### config.mk
export PLATFORM = sky130hd
export DESIGN_NAME = pwr_policy_ctrl
export DESIGN_NICKNAME = d
export VERILOG_FILES = /design/src/rtl/ppc_pkg.sv /design/src/rtl/ppc_engine.sv /design/src/rtl/ppc_mask_bank.sv /design/src/rtl/pwr_policy_ctrl.sv
export SDC_FILE = /design/constraint.sdc
export NUM_CORES = 1
export LEC_CHECK = 0
export ABC_CLOCK_PERIOD_IN_PS = 1900
export CORE_MARGIN = 1
export CORE_UTILIZATION = 30
export DETAILED_ROUTE_END_ITERATION = 10
export HOLD_SLACK_MARGIN = 0.15
export PLACE_DENSITY = 0.48
export SYNTH_ARGS = -nofsm -noshare
export SYNTH_HDL_FRONTEND = slang
export SYNTH_SLANG_ARGS = --single-unit
### constraint.sdc
create_clock -name clk -period 1.9 [get_ports clk]
set_input_delay 0.19 -clock clk [delete_from_list [all_inputs] [get_ports clk]]
set_output_delay 0.19 -clock clk [all_outputs]
set_load 0.005 [all_outputs]
### src/rtl/ppc_pkg.sv
package ppc_pkg;
  localparam int unsigned POLICIES = 4;
  localparam int unsigned ADDR_W   = 3;

  localparam logic [ADDR_W-1:0] A_CTRL = 3'd4;
  localparam logic [ADDR_W-1:0] A_STOP = 3'd5;

  typedef logic [1:0] policy_t;
  localparam policy_t POLICY_RST = 2'd2;

  typedef struct packed {
    logic    go;
    logic    sync;
    logic    acopy;
    policy_t tgt;
  } cmd_t;

  // control word layout: go 0, sync 1, auto-copy 2, target 5:4,
  // active 9:8, error 12, stopped 13
  function automatic cmd_t decode_cmd(input logic [31:0] w);
    cmd_t c;
    c.go    = w[0];
    c.sync  = w[1];
    c.acopy = w[2];
    c.tgt   = w[5:4];
    return c;
  endfunction

  function automatic logic cmd_valid(input cmd_t c);
    return c.go && (c.sync ^ c.acopy);
  endfunction

  function automatic logic [31:0] pack_ctrl(input logic busy, input policy_t tgt,
                                            input policy_t act, input logic err,
                                            input logic stopped);
    logic [31:0] w;
    w        = '0;
    w[0]     = busy;
    w[5:4]   = tgt;
    w[9:8]   = act;
    w[12]    = err;
    w[13]    = stopped;
    return w;
  endfunction
endpackage

### src/rtl/ppc_engine.sv
module ppc_engine
  import ppc_pkg::*;
#(
  parameter int unsigned RAMP_CYC = 8
) (
  input  logic    clk,
  input  logic    rst_n,
  input  logic    ctrl_wr,
  input  cmd_t    cmd,
  input  logic    stop_wr,
  input  logic    stop_bit,
  output logic    busy,
  output logic    stop_pend,
  output logic    stopped,
  output logic    err,
  output policy_t active,
  output policy_t tgt,
  output logic    apply,
  output logic    accept
);
  localparam int unsigned CNT_W = $clog2(RAMP_CYC + 1);
  localparam logic [CNT_W-1:0] RAMP_LD = CNT_W'(RAMP_CYC);

  logic [CNT_W-1:0] cnt;
  logic go_try, blocked, reject, stop_take;

  assign go_try    = ctrl_wr && cmd_valid(cmd);
  assign blocked   = busy || stop_pend;
  assign accept    = go_try && !blocked;
  assign reject    = go_try && blocked;
  assign apply     = busy && (cnt == CNT_W'(1));
  assign stop_take = stop_pend && !busy;

  always_ff @(posedge clk or negedge rst_n) begin
    if (!rst_n) begin
      busy      <= 1'b0;
      cnt       <= '0;
      tgt       <= POLICY_RST;
      active    <= POLICY_RST;
      err       <= 1'b0;
      stopped   <= 1'b0;
      stop_pend <= 1'b0;
    end else begin
      if (accept) begin
        busy    <= 1'b1;
        cnt     <= cmd.sync ? CNT_W'(1) : RAMP_LD;
        tgt     <= cmd.tgt;
        stopped <= 1'b0;
      end else if (apply) begin
        busy   <= 1'b0;
        cnt    <= '0;
        active <= tgt;
      end else if (busy) begin
        cnt <= cnt - CNT_W'(1);
      end
      if (reject) err <= 1'b1;
      if (stop_take) begin
        stop_pend <= 1'b0;
        stopped   <= 1'b1;
      end else if (stop_wr && stop_bit && !stopped) begin
        stop_pend <= 1'b1;
      end
    end
  end

  AST_SYNC_ONE_CYCLE: assert property (@(posedge clk) disable iff (!rst_n)
    accept && cmd.sync |=> apply);
  AST_RAMP_BOUND: assert property (@(posedge clk) disable iff (!rst_n)
    busy |-> (cnt >= CNT_W'(1)) && (cnt <= RAMP_LD));
  AST_REJECT_FLAGS: assert property (@(posedge clk) disable iff (!rst_n)
    reject |=> err);
  AST_ERR_STICKY: assert property (@(posedge clk) disable iff (!rst_n)
    err |=> err);
  AST_STOP_AFTER_IDLE: assert property (@(posedge clk) disable iff (!rst_n)
    $rose(stopped) |-> $past(!busy));
  AST_ACTIVE_ON_APPLY: assert property (@(posedge clk) disable iff (!rst_n)
    !apply |=> $stable(active));
  AST_GO_RESTARTS: assert property (@(posedge clk) disable iff (!rst_n)
    accept |=> !stopped);
endmodule

### src/rtl/ppc_mask_bank.sv
module ppc_mask_bank
  import ppc_pkg::*;
#(
  parameter int unsigned NCLK = 32,
  parameter logic [NCLK-1:0] MASK_INIT = '1
) (
  input  logic            clk,
  input  logic            rst_n,
  input  logic            wr,
  input  policy_t         widx,
  input  logic [NCLK-1:0] wdata,
  input  logic            unlocked,
  input  policy_t         rd_idx,
  input  logic            apply,
  input  policy_t         apply_idx,
  output logic [NCLK-1:0] rd_mask,
  output logic [NCLK-1:0] clk_en
);
  logic [NCLK-1:0] mask_q [POLICIES];
  logic [POLICIES*NCLK-1:0] mask_flat;

  for (genvar p = 0; p < POLICIES; p++) begin : g_pol
    logic [NCLK-1:0] q;
    always_ff @(posedge clk or negedge rst_n) begin
      if (!rst_n)                                 q <= MASK_INIT;
      else if (wr && unlocked && widx == policy_t'(p)) q <= wdata;
    end
    assign mask_q[p] = q;
  end

  always_comb begin
    for (int p = 0; p < POLICIES; p++) mask_flat[p*NCLK +: NCLK] = mask_q[p];
  end

  assign rd_mask = mask_q[rd_idx];

  always_ff @(posedge clk or negedge rst_n) begin
    if (!rst_n)     clk_en <= MASK_INIT;
    else if (apply) clk_en <= mask_q[apply_idx];
  end

  AST_MASK_LOCKED: assert property (@(posedge clk) disable iff (!rst_n)
    wr && !unlocked |=> $stable(mask_flat));
  AST_CLKEN_ON_APPLY: assert property (@(posedge clk) disable iff (!rst_n)
    !apply |=> $stable(clk_en));
endmodule

### src/rtl/pwr_policy_ctrl.sv
module pwr_policy_ctrl
  import ppc_pkg::*;
#(
  parameter int unsigned NCLK      = 32,
  parameter int unsigned RAMP_CYC  = 8,
  parameter logic [NCLK-1:0] MASK_INIT = '1
) (
  input  logic            clk,
  input  logic            rst_n,
  input  logic            reg_wr,
  input  logic [2:0]      reg_addr,
  input  logic [31:0]     reg_wdata,
  output logic [31:0]     reg_rdata,
  output logic [1:0]      policy_idx,
  output logic [NCLK-1:0] clk_en
);
  cmd_t    cmd;
  logic    ctrl_wr, stop_wr, mask_wr;
  logic    busy, stop_pend, stopped, err, apply, accept;
  policy_t active, tgt;
  logic [NCLK-1:0] rd_mask;

  assign cmd     = decode_cmd(reg_wdata);
  assign ctrl_wr = reg_wr && (reg_addr == A_CTRL);
  assign stop_wr = reg_wr && (reg_addr == A_STOP);
  assign mask_wr = reg_wr && !reg_addr[2];

  ppc_engine #(.RAMP_CYC(RAMP_CYC)) u_engine (
    .clk(clk), .rst_n(rst_n), .ctrl_wr(ctrl_wr), .cmd(cmd),
    .stop_wr(stop_wr), .stop_bit(reg_wdata[0]),
    .busy(busy), .stop_pend(stop_pend), .stopped(stopped), .err(err),
    .active(active), .tgt(tgt), .apply(apply), .accept(accept)
  );

  ppc_mask_bank #(.NCLK(NCLK), .MASK_INIT(MASK_INIT)) u_masks (
    .clk(clk), .rst_n(rst_n), .wr(mask_wr), .widx(reg_addr[1:0]),
    .wdata(reg_wdata[NCLK-1:0]), .unlocked(stopped),
    .rd_idx(reg_addr[1:0]), .apply(apply), .apply_idx(tgt),
    .rd_mask(rd_mask), .clk_en(clk_en)
  );

  always_comb begin
    case (reg_addr)
      3'd0, 3'd1, 3'd2, 3'd3: reg_rdata = 32'(rd_mask);
      A_CTRL:                 reg_rdata = pack_ctrl(busy, tgt, active, err, stopped);
      A_STOP:                 reg_rdata = {31'b0, stop_pend};
      default:                reg_rdata = '0;
    endcase
  end

  assign policy_idx = active;

  AST_NO_APPLY_IDLE: assert property (@(posedge clk) disable iff (!rst_n)
    apply |-> busy && !accept);
endmodule

Word level (Yosys, flattened, before mapping) --
Cells that the tools add are included.
Cells by class: add/sub/neg operators 1, magnitude comparators 2, equal/unequal tests 9, muxes and demuxes 17, bitwise gates (word level) 4, reduce and logical (&&, ||, !) cells 29
Operator list (number):
- $bmux W32 S2 | 2
- $mux W32 | 4
- $pmux W32 S3 | 1
- $logic_and A1 B1 Y1 | 16
- $mux W4 | 4
- $eq A3 B2 Y1 const B | 2
- $eq A3 B3 Y1 const B | 2
- $ge A3 B3 Y1 const B | 2
- $mux W1 | 6
- $not A2 Y3 | 2
- $reduce_bool A2 Y1 | 3
- $eq A2 B2 Y1 const B | 2
- $eq A4 B1 Y1 const B | 1
- $logic_not A1 Y1 | 4
- $reduce_or A4 Y1 | 1
- $sub A4 B1 Y4 const B | 1
- $eq A3 B1 Y1 const B | 1
- $logic_not A3 Y1 | 1
- $reduce_bool A3 Y1 | 1
- $eq A2 B1 Y1 const B | 1
- $logic_not A2 Y1 | 1
- $reduce_and A2 Y1 | 1
- $logic_or A1 B1 Y1 | 1
- $not A1 Y1 | 1
- $xor A1 B1 Y1 | 1
Word-level totals: flip-flop bits (word level) 172, input bits 38, output and inout port bits 66, logic and storage cells 74

Logic depth before layout (Yosys ltp) --
Gate-level depths: netlist of run 1.
depth in word-level cells 6, gate-level depth with buffers 8, mapped depth without buffers 6

Hierarchy --
From an unflattened synthesis of run 1, not the netlist that was laid out.
Second synthesis, totals: cell total of the unflattened synthesis 595, area total of the unflattened synthesis 8685.8 um^2
Modules (own cells, without submodules):
- ppc_mask_bank | instances 1, cells each 490, area an instance 7727.4 um^2, seq. area each 4204.0 um^2
- ppc_engine | instances 1, cells each 49, area an instance 613.1 um^2, seq. area each 302.8 um^2
- pwr_policy_ctrl | instances 1, cells each 56, area an instance 345.3 um^2, seq. area each 0.0 um^2

Worst setup path before layout of run 1 --
Ideal clock, no wire load.
kind register to register, start point register u_engine.tgt[1], end point register u_masks.clk_en[10], setup time 82 ps, arrival 1594 ps, data required time 1818 ps, setup slack 224 ps, stages on the path, launching flop included 5, path buffers 2, clock period less this slack 1676 ps, cells stage by stage dfstp_2 > buf_2 > clkbuf_1 > mux4_2 > mux2_2
Between the ends: word-level cells in the longest chain between the ends 4
RTL lines:
- from (decl) | line ppc_engine.sv:17 | output policy_t tgt,
- from (signal assigned) | line ppc_engine.sv:47 | tgt <= cmd.tgt;
- $not A2 Y3 (implied by the code) | line ppc_mask_bank.sv:39 | else if (apply) clk_en <= mask_q[apply_idx];
- $bmux W32 S2 | line ppc_mask_bank.sv:39
- $mux W32 (implied by the code) (2 in series) | line ppc_mask_bank.sv:39
- to (signal assigned) | line ppc_mask_bank.sv:39
- to (decl) | line ppc_mask_bank.sv:17 | output logic [NCLK-1:0] clk_en
Every way passes these cells. The select of a mux whose other input is x is not followed. A chain may end at the register's enable or synchronous reset.

Final worst setup path of run 1 --
start point register u_masks.g_pol[3].q[13], end point output reg_rdata[13]
Between the ends: word-level cells in the longest chain between the ends 4
RTL lines:
- from (decl) | line ppc_mask_bank.sv:23 | logic [NCLK-1:0] q;
- from (signal assigned) | line ppc_mask_bank.sv:26 | else if (wr && unlocked && widx == policy_t'(p)) q <= wdata;
- $bmux W32 S2 | line ppc_mask_bank.sv:35 | assign rd_mask = mask_q[rd_idx];
- $mux W32 (implied by the code) (2 in series) | line ppc_mask_bank.sv:35
- $pmux W32 S3 | line pwr_policy_ctrl.sv:43 | case (reg_addr)
- to (decl) | line pwr_policy_ctrl.sv:13 | output logic [31:0] reg_rdata,
Every way passes these cells. The select of a mux whose other input is x is not followed.

==> flow_metrics.env, run 1 <==
export IMPL_status="finished with violations"
export IMPL_violations="negative setup slack"
export IMPL_finalCritPeriodShare=1.016
export IMPL_internal_power_uw=11920
export IMPL_cap_viol_max_count=0
export IMPL_clk_path_buf_depth=2
export IMPL_global_route_usage_met2=0.2768
export IMPL_die_area_um2=29550
export IMPL_switching_share=0.2622
export IMPL_drtPass1Iterations=4
export IMPL_synthTopCellsByArea="dfstp_2, mux2_2, mux4_2"
export IMPL_power_frac_seq=0.453
export IMPL_clock_sinks=172
export IMPL_track_usage=0.1605
export IMPL_htreeDepth=4
export IMPL_place_worst_setup_slack_ns=-0.1599
export IMPL_post_drt_wl_per_cell_um=20.88
export IMPL_rr_startpoint="u_engine.tgt[0]$_DFFE_PN0P_"
export IMPL_path_cells="mux4_2 > nor2b_4 > a31o_4 > buf_6"
export IMPL_critPathArrivalTime_ns=1.74
export IMPL_critPathCaptureType="output port"
export IMPL_netlist_area_leader_share=0.4915
export IMPL_synth_ff_type="dfstp_2"
export IMPL_cp_start_kind="flop"
export IMPL_gp_congestion=0.7465
export IMPL_grt_pass1_vias=5731
export IMPL_clk_pin_slew_ns=0.06
export IMPL_p_clk_frac=0.227
export IMPL_whs_ns=0.3443
export IMPL_holdCritPathClass="in2async"
export IMPL_slew_headroom=0.6047
export IMPL_num_vias=5082
export IMPL_fin_ws_ns=-0.03018
export IMPL_synth_async_reset_ratio=1.000
export IMPL_use_met3=0.02632
export IMPL_fmax_mhz=518.1
export IMPL_die_height_um=171.9
export IMPL_ys_types=41
export IMPL_multi_input_area_um2=3921
export IMPL_power_uw=16160
export IMPL_rsz0062_at_grt="true"
export IMPL_fillers=2689
export IMPL_core_area_um2=28090
export IMPL_drt_first_iter_violations=215
export IMPL_max_stage_delay_ns=0.47
export IMPL_path_buf_inv=1
export IMPL_synth_most_common_cell="dfstp_2"
export IMPL_hold_viol=0
export IMPL_grt_pass1_wl_um=34610
export IMPL_final_nets=699
export IMPL_postSynthAreaPerCell_um2=16.34
export IMPL_viasPerCell=4.840
export IMPL_start_util=0.3084
export IMPL_io_buffers=103
export IMPL_cts_tree="done"
export IMPL_netlist_instances=530
export IMPL_area_growth_pct=27.68
export IMPL_cts_root_buf="clkbuf_16"
export IMPL_peakVddDrop_mv=0.5412
export IMPL_ys_seq_elements=172
export IMPL_n_antenna_cell=0
export IMPL_grt_busiest_layer="met2"
export IMPL_critPathTopFamily="multiplexers"
export IMPL_gr_total_overflow=0
export IMPL_layout_drive_gt1_share=0.7321
export IMPL_cts_buffers=17
export IMPL_syn_nets=570
export IMPL_detail_route_antenna_nets=0
export IMPL_boundaryPins=104
export IMPL_final_area_um2=11060
export IMPL_syn_area_um2=8661
export IMPL_synth_common_cells="dfstp_2, mux2_2, mux4_2, nor2b_1"
export IMPL_synth_largest_area_cell="dfstp_2"
export IMPL_clock_skew_ns=0.01242
export IMPL_maxSlewViolCount=0
export IMPL_regArea_um2=4508
export IMPL_ys_seq_area_frac=0.5204
export IMPL_pwr_share_comb=0.320
export IMPL_die_w_um=171.9
export IMPL_fin_util=0.3937
export IMPL_clk_latency_ns=0.43
export IMPL_route_detailed_drc=0
export IMPL_use_met1=0.2020
export IMPL_pwr_density_cell_nw_per_um2=1462
export IMPL_post_dp_hpwl_um=14840
export IMPL_crit_required_ns=1.71
export IMPL_fin_crit_ns=1.930
export IMPL_startpoint="u_masks.g_pol[3].q[13]$_DFFE_PN1P_"
export IMPL_rows=61
export IMPL_power_switching_uw=4238
export IMPL_p_leak_uw=0.004133
export IMPL_synth_edf_count=0
export IMPL_antenna_found_initial=0
export IMPL_final_setup_viol_count=1
export IMPL_crit_slowest_cell="mux4_2"
export IMPL_grt_max_degree=57
export IMPL_wirelength_um=21920
export IMPL_worst_slew_pin_slew_ns=0.5930
export IMPL_yosysWarnings=0
export IMPL_path_max_fanout=3
export IMPL_worst_setup_path_type="reg2out"
export IMPL_placed_area_um2=10380
registers in the layout, indices dropped and copies added (netlist names):
signal	count
u_engine.active	2
u_engine.busy	1
u_engine.cnt	4
u_engine.err	1
u_engine.stop_pend	1
u_engine.stopped	1
u_engine.tgt	2
u_masks.clk_en	32
u_masks.g_pol.q	128
cell families (layout without fill, tap and decap cells):
group	count (synthesis)	count (layout)	share of synthesized area
XOR/XNOR	3	3	0.003034
buffers and inverters	49	191	0.03641
AND/OR/NAND/NOR	57	57	0.04334
adder cells (fa/ha/maj)	2	2	0.002889
AO/OA/AOI/OAI	18	18	0.01315
flip-flops	172	172	0.5204
multiplexers	229	229	0.3808
cells in the final DEF (no fill, tap or decap), types with 3 or more instances in the layout:
cell	netlist	layout
dfstp_2	162	162
mux2_2	157	157
clkdlybuf4s50_1	0	67
mux4_2	64	64
buf_4	11	32
clkdlybuf4s15_1	0	22
clkbuf_16	0	17
nor2b_1	26	16
buf_12	0	13
inv_1	11	9
nor2b_4	1	9
dfrtp_1	10	9
nand3_1	7	7
mux2_1	7	7
o21ai_0	9	6
clkbuf_2	0	6
nor2_1	5	5
nand2_1	4	4
clkbuf_8	0	4
clkinv_2	0	3
bufinv_16	0	3
buf_6	11	3
metrics by stage:
step / setup TNS, ns / cells
2_1_floorplan: 0 / 530
3_3_place_gp: -5.863 / 1017
3_5_place_dp: -7.975 / 1017
4_1_cts: -0.07950 / 1049
5_1_grt: -0.06381 / 1050
6_report: -0.03018 / 1050
worst reg2reg max path, stage by stage (launching register included):
cell,delay [ns]
dfrtp_2,0.55
buf_12,0.25
mux4_2,0.55
mux2_2,0.28
layer usage:
metal	wire length, µm	share of wire	vias up
met1	9577	0.44	2714
met3	672	0.031	18
met2	11340	0.52	85
met5	0	0	-
met4	330	0.015	0
li1	-	-	2265
power groups by stage:
stage               clock [µW]  sequential, µW  combinational (µW)
floorplan                    0            6980                3350
global placement             0            7260                5160
detailed placement           0            7390                5240
CTS                       3810            7340                5210
global route              3960            7580                5600
finish                    3670            7330                5170
area by class of cell:
cell class / count / share of cell area
sequential: 172 / 0.4077
multi-input combinational: 309 / 0.3546
timing repair buffer: 148 / 0.1350
clock buffer: 22 / 0.04379
tap: 378 / 0.04277
clock inverter: 10 / 0.01245
inverter: 11 / 0.003734
worst paths after layout:
kind                                                       end  slack (ns)  cells after the start
worst max-delay path                             reg_rdata[13]       -0.03                      4
min in group clk                u_engine.stop_pend$_DFFE_PN0P_        0.39                      4
worst max register to register  u_masks.clk_en[21]$_DFFE_PN1P_        0.20                      3
worst min-delay path            u_engine.stop_pend$_DFFE_PN0P_        0.34                      2
max in group asynchronous        u_masks.clk_en[4]$_DFFE_PN1P_        0.88                      3
worst min register to register        u_engine.err$_DFFE_PN0P_        0.49                      1
what timing repair did:
| item | in CTS | in global routing |
|---|---|---|
| gates resized for setup | 65 | 33 |
| hold buffers | 1 | 0 |
| buffers inserted | 0 | 1 |
| setup endpoints to repair | 32 | 27 |
| hold endpoints to repair | 50 | 0 |
(Power assumes the default switching activity.)
==> run 2, diff against run 1 <==
--- a/config.mk
+++ b/config.mk
@@ -5,6 +5,7 @@
 export SDC_FILE = /design/constraint.sdc
 export NUM_CORES = 1
 export LEC_CHECK = 0
+export ABC_AREA = 1
 export ABC_CLOCK_PERIOD_IN_PS = 1900
 export CORE_MARGIN = 1
 export CORE_UTILIZATION = 30
==> flow_metrics.env, run 2 <==
export IMPL_cts_tree="done"
export IMPL_critPathArrivalTime_ns=1.64
export IMPL_ys_types=29
export IMPL_fin_ws_ns=0.06774
export IMPL_crit_slowest_cell="dfstp_2"
export IMPL_placed_area_um2=10140
export IMPL_final_cell_mix="nand2_1, o21ai_0, dfstp_2"
export IMPL_worstReg2RegEnd="u_masks.clk_en[13]$_DFFE_PN1P_"
export IMPL_reg_top3="u_masks.g_pol.q x128, u_masks.clk_en x32, u_engine.cnt x4"
export IMPL_final_setup_viol_count=0
export IMPL_clock_skew_ns=0.01366
export IMPL_antenna_found_initial=0
export IMPL_synth_edf_count=0
export IMPL_wl_met3_um=1005
export IMPL_maxSlewViolCount=0
export IMPL_ys_seq_elements=172
export IMPL_synth_async_reset_ratio=1.000
export IMPL_r2r_cells=7
export IMPL_path_cells="a22oi_1 > a31oi_1 > dlygate4sd2_1"
export IMPL_wl_met1_um=12660
export IMPL_n_antenna_cell=0
export IMPL_die_height_um=168.8
export IMPL_postSynthAreaPerCell_um2=8.297
export IMPL_core_area_um2=27100
export IMPL_clock_sinks=172
export IMPL_largest_register="u_masks.g_pol.q"
export IMPL_path_max_fanout=3
export IMPL_whs_ns=0.2543
export IMPL_clk_pin_slew_ns=0.07
export IMPL_wl_met2_um=11860
export IMPL_worst_slew_pin_slew_ns=0.5661
export IMPL_viasPerCell=4.783
export IMPL_yosysWarnings=0
export IMPL_largest_register_ffs=128
export IMPL_place_worst_setup_slack_ns=-0.5618
export IMPL_final_area_um2=10840
export IMPL_num_vias=7156
export IMPL_fin_crit_ns=1.832
export IMPL_placed_cells=1460
export IMPL_grt_pass1_wl_um=41190
export IMPL_cts_root_buf="clkbuf_16"
export IMPL_path_depth=3
export IMPL_die_w_um=168.8
export IMPL_post_dp_hpwl_um=16440
export IMPL_gp_congestion=0.7942
export IMPL_grt_pass1_vias=7123
export IMPL_final_nets=1152
export IMPL_synth_largest_area_cell="dfstp_2"
export IMPL_synth_ff_type="dfstp_2"
export IMPL_io_buffers=103
export IMPL_power_uw=15430
export IMPL_die_area_um2=28490
export IMPL_final_common_cell="nand2_1"
export IMPL_synth_most_common_cell="nand2_1"
export IMPL_cp_start_kind="flop"
export IMPL_detail_route_antenna_nets=0
export IMPL_hold_viol=0
export IMPL_rows=60
export IMPL_synth_common_cells="nand2_1, o21ai_0, dfstp_2, nor2_1, inv_1"
export IMPL_cts_buffers=17
export IMPL_critPathTopFamily="flip-flops"
export IMPL_gr_total_overflow=0
export IMPL_grt_max_degree=80
export IMPL_boundaryPins=104
export IMPL_wirelength_um=25960
export IMPL_peakVddDrop_mv=0.6532
export IMPL_track_usage=0.1894
export IMPL_netlist_instances=1006
export IMPL_cap_viol_max_count=0
export IMPL_layout_drive_gt1_share=0.2429
export IMPL_finalCritPeriodShare=0.9643
export IMPL_netlist_area_leader_share=0.5100
export IMPL_htreeDepth=4
export IMPL_crit_required_ns=1.71
export IMPL_holdCritPathClass="in2async"
export IMPL_critPathCaptureType="output port"
export IMPL_slew_headroom=0.6226
export IMPL_endpoint="reg_rdata[2]"
export IMPL_path_buf_inv=1
export IMPL_fillers=2777
export IMPL_instances_no_fill=1496
export IMPL_clk_latency_ns=0.43
export IMPL_ys_seq_area_frac=0.5399
export IMPL_p_leak_uw=0.004488
export IMPL_synthTopCellsByArea="dfstp_2, o21ai_0, nand2_1"
export IMPL_rsz0062_at_grt="false"
export IMPL_max_stage_delay_ns=0.55
export IMPL_area_growth_pct=29.85
export IMPL_syn_area_um2=8347
export IMPL_status="completed"
export IMPL_drtPass1Iterations=5
export IMPL_start_util=0.3080
export IMPL_route_top_layer_used="met4"
export IMPL_rr_startpoint="u_engine.cnt[1]$_DFFE_PN0P_"
export IMPL_route_detailed_drc=0
export IMPL_pwr_density_cell_nw_per_um2=1424
export IMPL_startpoint="u_masks.g_pol[0].q[2]$_DFFE_PN1P_"
export IMPL_post_drt_wl_per_cell_um=17.35
export IMPL_worst_setup_path_type="reg2out"
export IMPL_drt_first_iter_violations=513
export IMPL_reg2reg_slack_ns=0.30
export IMPL_fmax_mhz=545.8
export IMPL_syn_nets=1046
export IMPL_clk_path_buf_depth=2
## run 2: area by class of cell
| type | instances | area [µm²] | area share |
|---|---|---|---|
| inverters | 65 | 246.5 | 0.02274 |
| clock inverters | 8 | 106.4 | 0.009813 |
| well taps | 372 | 465.4 | 0.04295 |
| repair buffers | 153 | 1665 | 0.1537 |
| clock buffers | 23 | 498.0 | 0.04595 |
| flip-flops and latches | 172 | 4508 | 0.4160 |
| multi-input cells | 703 | 3348 | 0.3089 |
## run 2: logic make-up after synthesis
group | share of synthesized area
AND/OR/NAND/NOR | 0.1815
adder cells (fa/ha/maj) | 0.002998
XOR/XNOR | 0.001050
buffers and inverters | 0.06536
flip-flops | 0.5399
AO/OA/AOI/OAI | 0.2091
## run 2: metal layers
metal	GRT usage	vias up
li1	-	3566
met1	0.2697	3402
met2	0.2981	163
met3	0.02689	25
met4	0.05573	0
met5	0	-
## run 2: worst min-delay path by stage
stage,startpoint,to,slack [ns],cells past startpoint
2_1_floorplan,rst_n,u_engine.active[0]$_DFFE_PN0P_,-0.11,0
3_3_place_gp,rst_n,u_engine.cnt[2]$_DFFE_PN0P_,0.16,1
3_5_place_dp,rst_n,u_engine.cnt[2]$_DFFE_PN0P_,0.16,1
4_1_cts,rst_n,u_engine.cnt[1]$_DFFE_PN0P_,0.27,2
5_1_grt,rst_n,u_engine.err$_DFFE_PN0P_,0.28,2
6_report,rst_n,u_engine.active[0]$_DFFE_PN0P_,0.25,2
## run 2: power by group
group	total (µW)	internal, µW	switching [µW]
Sequential	6990	5980	1010
Combinational	4830	2250	2580
Clock	3610	2110	1500
## run 2: worst reg2reg max path, cell delays in order, from the launching register on
cell and delay [ns]:
dfrtp_1 0.38, inv_1 0.09, ha_1 0.20, nand4_4 0.16, inv_2 0.18, buf_4 0.29, nor2_1 0.07, a31oi_1 0.15
## run 2: timing repair
action | CTS | global route
setup endpoints to repair | 32 | 5
gates cloned | 2 | 0
resized for setup | 58 | 8
pin swaps | 21 | 0
hold buffers | 1 | 0
endpoints found under the hold margin | 40 | 0
setup buffers | 2 | 0
## run 2: metrics by stage
stage | utilization | setup TNS, ns
after floorplan | - | 0
after global placement | 0.3741 | -13.69
after CTS | 0.4003 | 0
after global routing | 0.3999 | 0
after detailed placement | 0.3741 | -13.29
final | 0.3999 | 0
==> run 3, diff against run 2 <==
--- a/config.mk
+++ b/config.mk
@@ -7,10 +7,10 @@
 export LEC_CHECK = 0
 export ABC_AREA = 1
 export ABC_CLOCK_PERIOD_IN_PS = 1900
-export CORE_MARGIN = 1
 export CORE_UTILIZATION = 30
 export DETAILED_ROUTE_END_ITERATION = 10
 export HOLD_SLACK_MARGIN = 0.15
+export MAX_ROUTING_LAYER = met4
 export PLACE_DENSITY = 0.48
 export SYNTH_ARGS = -nofsm -noshare
 export SYNTH_HDL_FRONTEND = slang
==> flow_metrics.env, run 3 (same netlist as run 2, synthesis figures left out) <==
export IMPL_route_detailed_drc=0
export IMPL_start_util=0.3080
export IMPL_fmax_mhz=542.2
export IMPL_post_dp_hpwl_um=16440
export IMPL_critPathCaptureType="output port"
export IMPL_layout_drive_gt1_share=0.2429
export IMPL_worst_setup_path_type="reg2out"
export IMPL_crit_slowest_cell="dfstp_2"
export IMPL_p_leak_uw=0.004488
export IMPL_area_growth_pct=29.85
export IMPL_status="completed"
export IMPL_instances_no_fill=1496
export IMPL_grt_pass1_wl_um=41190
export IMPL_fin_crit_ns=1.844
export IMPL_max_stage_delay_ns=0.55
export IMPL_path_buf_inv=1
export IMPL_largest_register="u_masks.g_pol.q"
export IMPL_placed_cells=1460
export IMPL_path_max_fanout=3
export IMPL_clock_skew_ns=0.01601
export IMPL_power_uw=15430
export IMPL_die_area_um2=28490
export IMPL_gr_total_overflow=0
export IMPL_cp_start_kind="flop"
export IMPL_viasPerCell=4.808
export IMPL_post_drt_wl_per_cell_um=17.38
export IMPL_antenna_found_initial=0
export IMPL_rsz0062_at_grt="false"
export IMPL_critPathTopFamily="flip-flops"
export IMPL_detail_route_antenna_nets=0
export IMPL_final_common_cell="nand2_1"
export IMPL_die_height_um=168.8
export IMPL_slew_headroom=0.6199
export IMPL_hold_viol=0
export IMPL_path_cells="a22oi_1 > a31oi_1 > dlygate4sd2_1"
export IMPL_maxSlewViolCount=0
export IMPL_drt_first_iter_violations=487
export IMPL_cts_tree="done"
export IMPL_whs_ns=0.2596
export IMPL_clk_pin_slew_ns=0.07
export IMPL_num_vias=7193
export IMPL_boundaryPins=104
export IMPL_holdCritPathClass="in2async"
export IMPL_critPathArrivalTime_ns=1.65
export IMPL_crit_required_ns=1.71
export IMPL_finalCritPeriodShare=0.9706
export IMPL_die_w_um=168.8
export IMPL_track_usage=0.1953
export IMPL_gp_congestion=0.8054
export IMPL_worst_slew_pin_slew_ns=0.5702
export IMPL_largest_register_ffs=128
export IMPL_htreeDepth=4
export IMPL_clk_path_buf_depth=2
export IMPL_cap_viol_max_count=0
export IMPL_drtPass1Iterations=5
export IMPL_peakVddDrop_mv=0.6507
export IMPL_core_area_um2=27100
export IMPL_final_nets=1152
export IMPL_wirelength_um=26000
export IMPL_n_antenna_cell=0
export IMPL_clock_sinks=172
export IMPL_io_buffers=103
export IMPL_grt_pass1_vias=7116
export IMPL_rows=60
export IMPL_grt_max_degree=80
export IMPL_cts_buffers=17
export IMPL_final_cell_mix="nand2_1, o21ai_0, dfstp_2"
export IMPL_clk_latency_ns=0.43
export IMPL_final_setup_viol_count=0
export IMPL_pwr_density_cell_nw_per_um2=1423
export IMPL_reg_top3="u_masks.g_pol.q x128, u_masks.clk_en x32, u_engine.cnt x4"
export IMPL_cts_root_buf="clkbuf_16"
[run 3: what timing repair did]
item                                    CTS  global route
hold endpoints to repair                 40             0
pin swaps                                21             0
setup buffers                             2             0
hold buffers                              1             0
endpoints found under the setup margin   32             5
resized for setup                        58             8
gates cloned                              2             0
[run 3: worst reg2reg max path: stages (launching register included)]
cell and delay (ns):
dfrtp_1 0.38, inv_1 0.09, ha_1 0.20, nand4_4 0.16, inv_2 0.18, buf_4 0.29, nor2_1 0.07, a31oi_1 0.15
[run 3: worst paths after layout]
kind	startpoint	to	slack, ns	cells past startpoint
min in group clk	reg_addr[2]	u_engine.stop_pend$_DFFE_PN0P_	0.29	4
setup reg to reg	u_engine.cnt[1]$_DFFE_PN0P_	u_masks.clk_en[13]$_DFFE_PN1P_	0.30	7
setup / recovery	u_masks.g_pol[0].q[2]$_DFFE_PN1P_	reg_rdata[2]	0.06	3
hold reg to reg	u_engine.err$_DFFE_PN0P_	u_engine.err$_DFFE_PN0P_	0.46	2
max in group asynchronous	rst_n	u_masks.g_pol[0].q[24]$_DFFE_PN1P_	0.96	3
hold / removal	rst_n	u_engine.active[0]$_DFFE_PN0P_	0.26	2
[run 3: stage by stage]
step,util,worst slack (ns),instance area (µm²),setup TNS [ns]
6_report,0.3999,0.05579,10840,0
5_1_grt,0.3999,0.008329,10840,0
4_1_cts,0.4003,0.007371,10850,0
3_5_place_dp,0.3741,-0.5618,10140,-13.29
3_3_place_gp,0.3741,-0.6186,10140,-13.69
2_1_floorplan,-,0.5315,8347,0
[run 3: per-layer routing]
metal	global-route usage	part of all wire	vias to the layer above
met5	-	0	-
met4	0.05573	0.018	0
met3	0.02595	0.042	28
met2	0.2982	0.45	179
met1	0.2707	0.48	3414
li1	-	-	3572
[run 3: layout make-up]
| cell class | count | area [µm²] |
|---|---|---|
| fillers | 2777 | 16260 |
| inverters | 65 | 246.5 |
| multi-input cells | 703 | 3348 |
| clock inverters | 8 | 106.4 |
| flip-flops and latches | 172 | 4508 |
| repair buffers | 153 | 1665 |
| well taps | 372 | 465.4 |
| clock buffers | 23 | 498.0 |
[run 3: report_power, final]
part	internal (µW)	switching [µW]
registers	5980	1010
logic	2250	2580
clock network	2110	1490
total	10300	5080
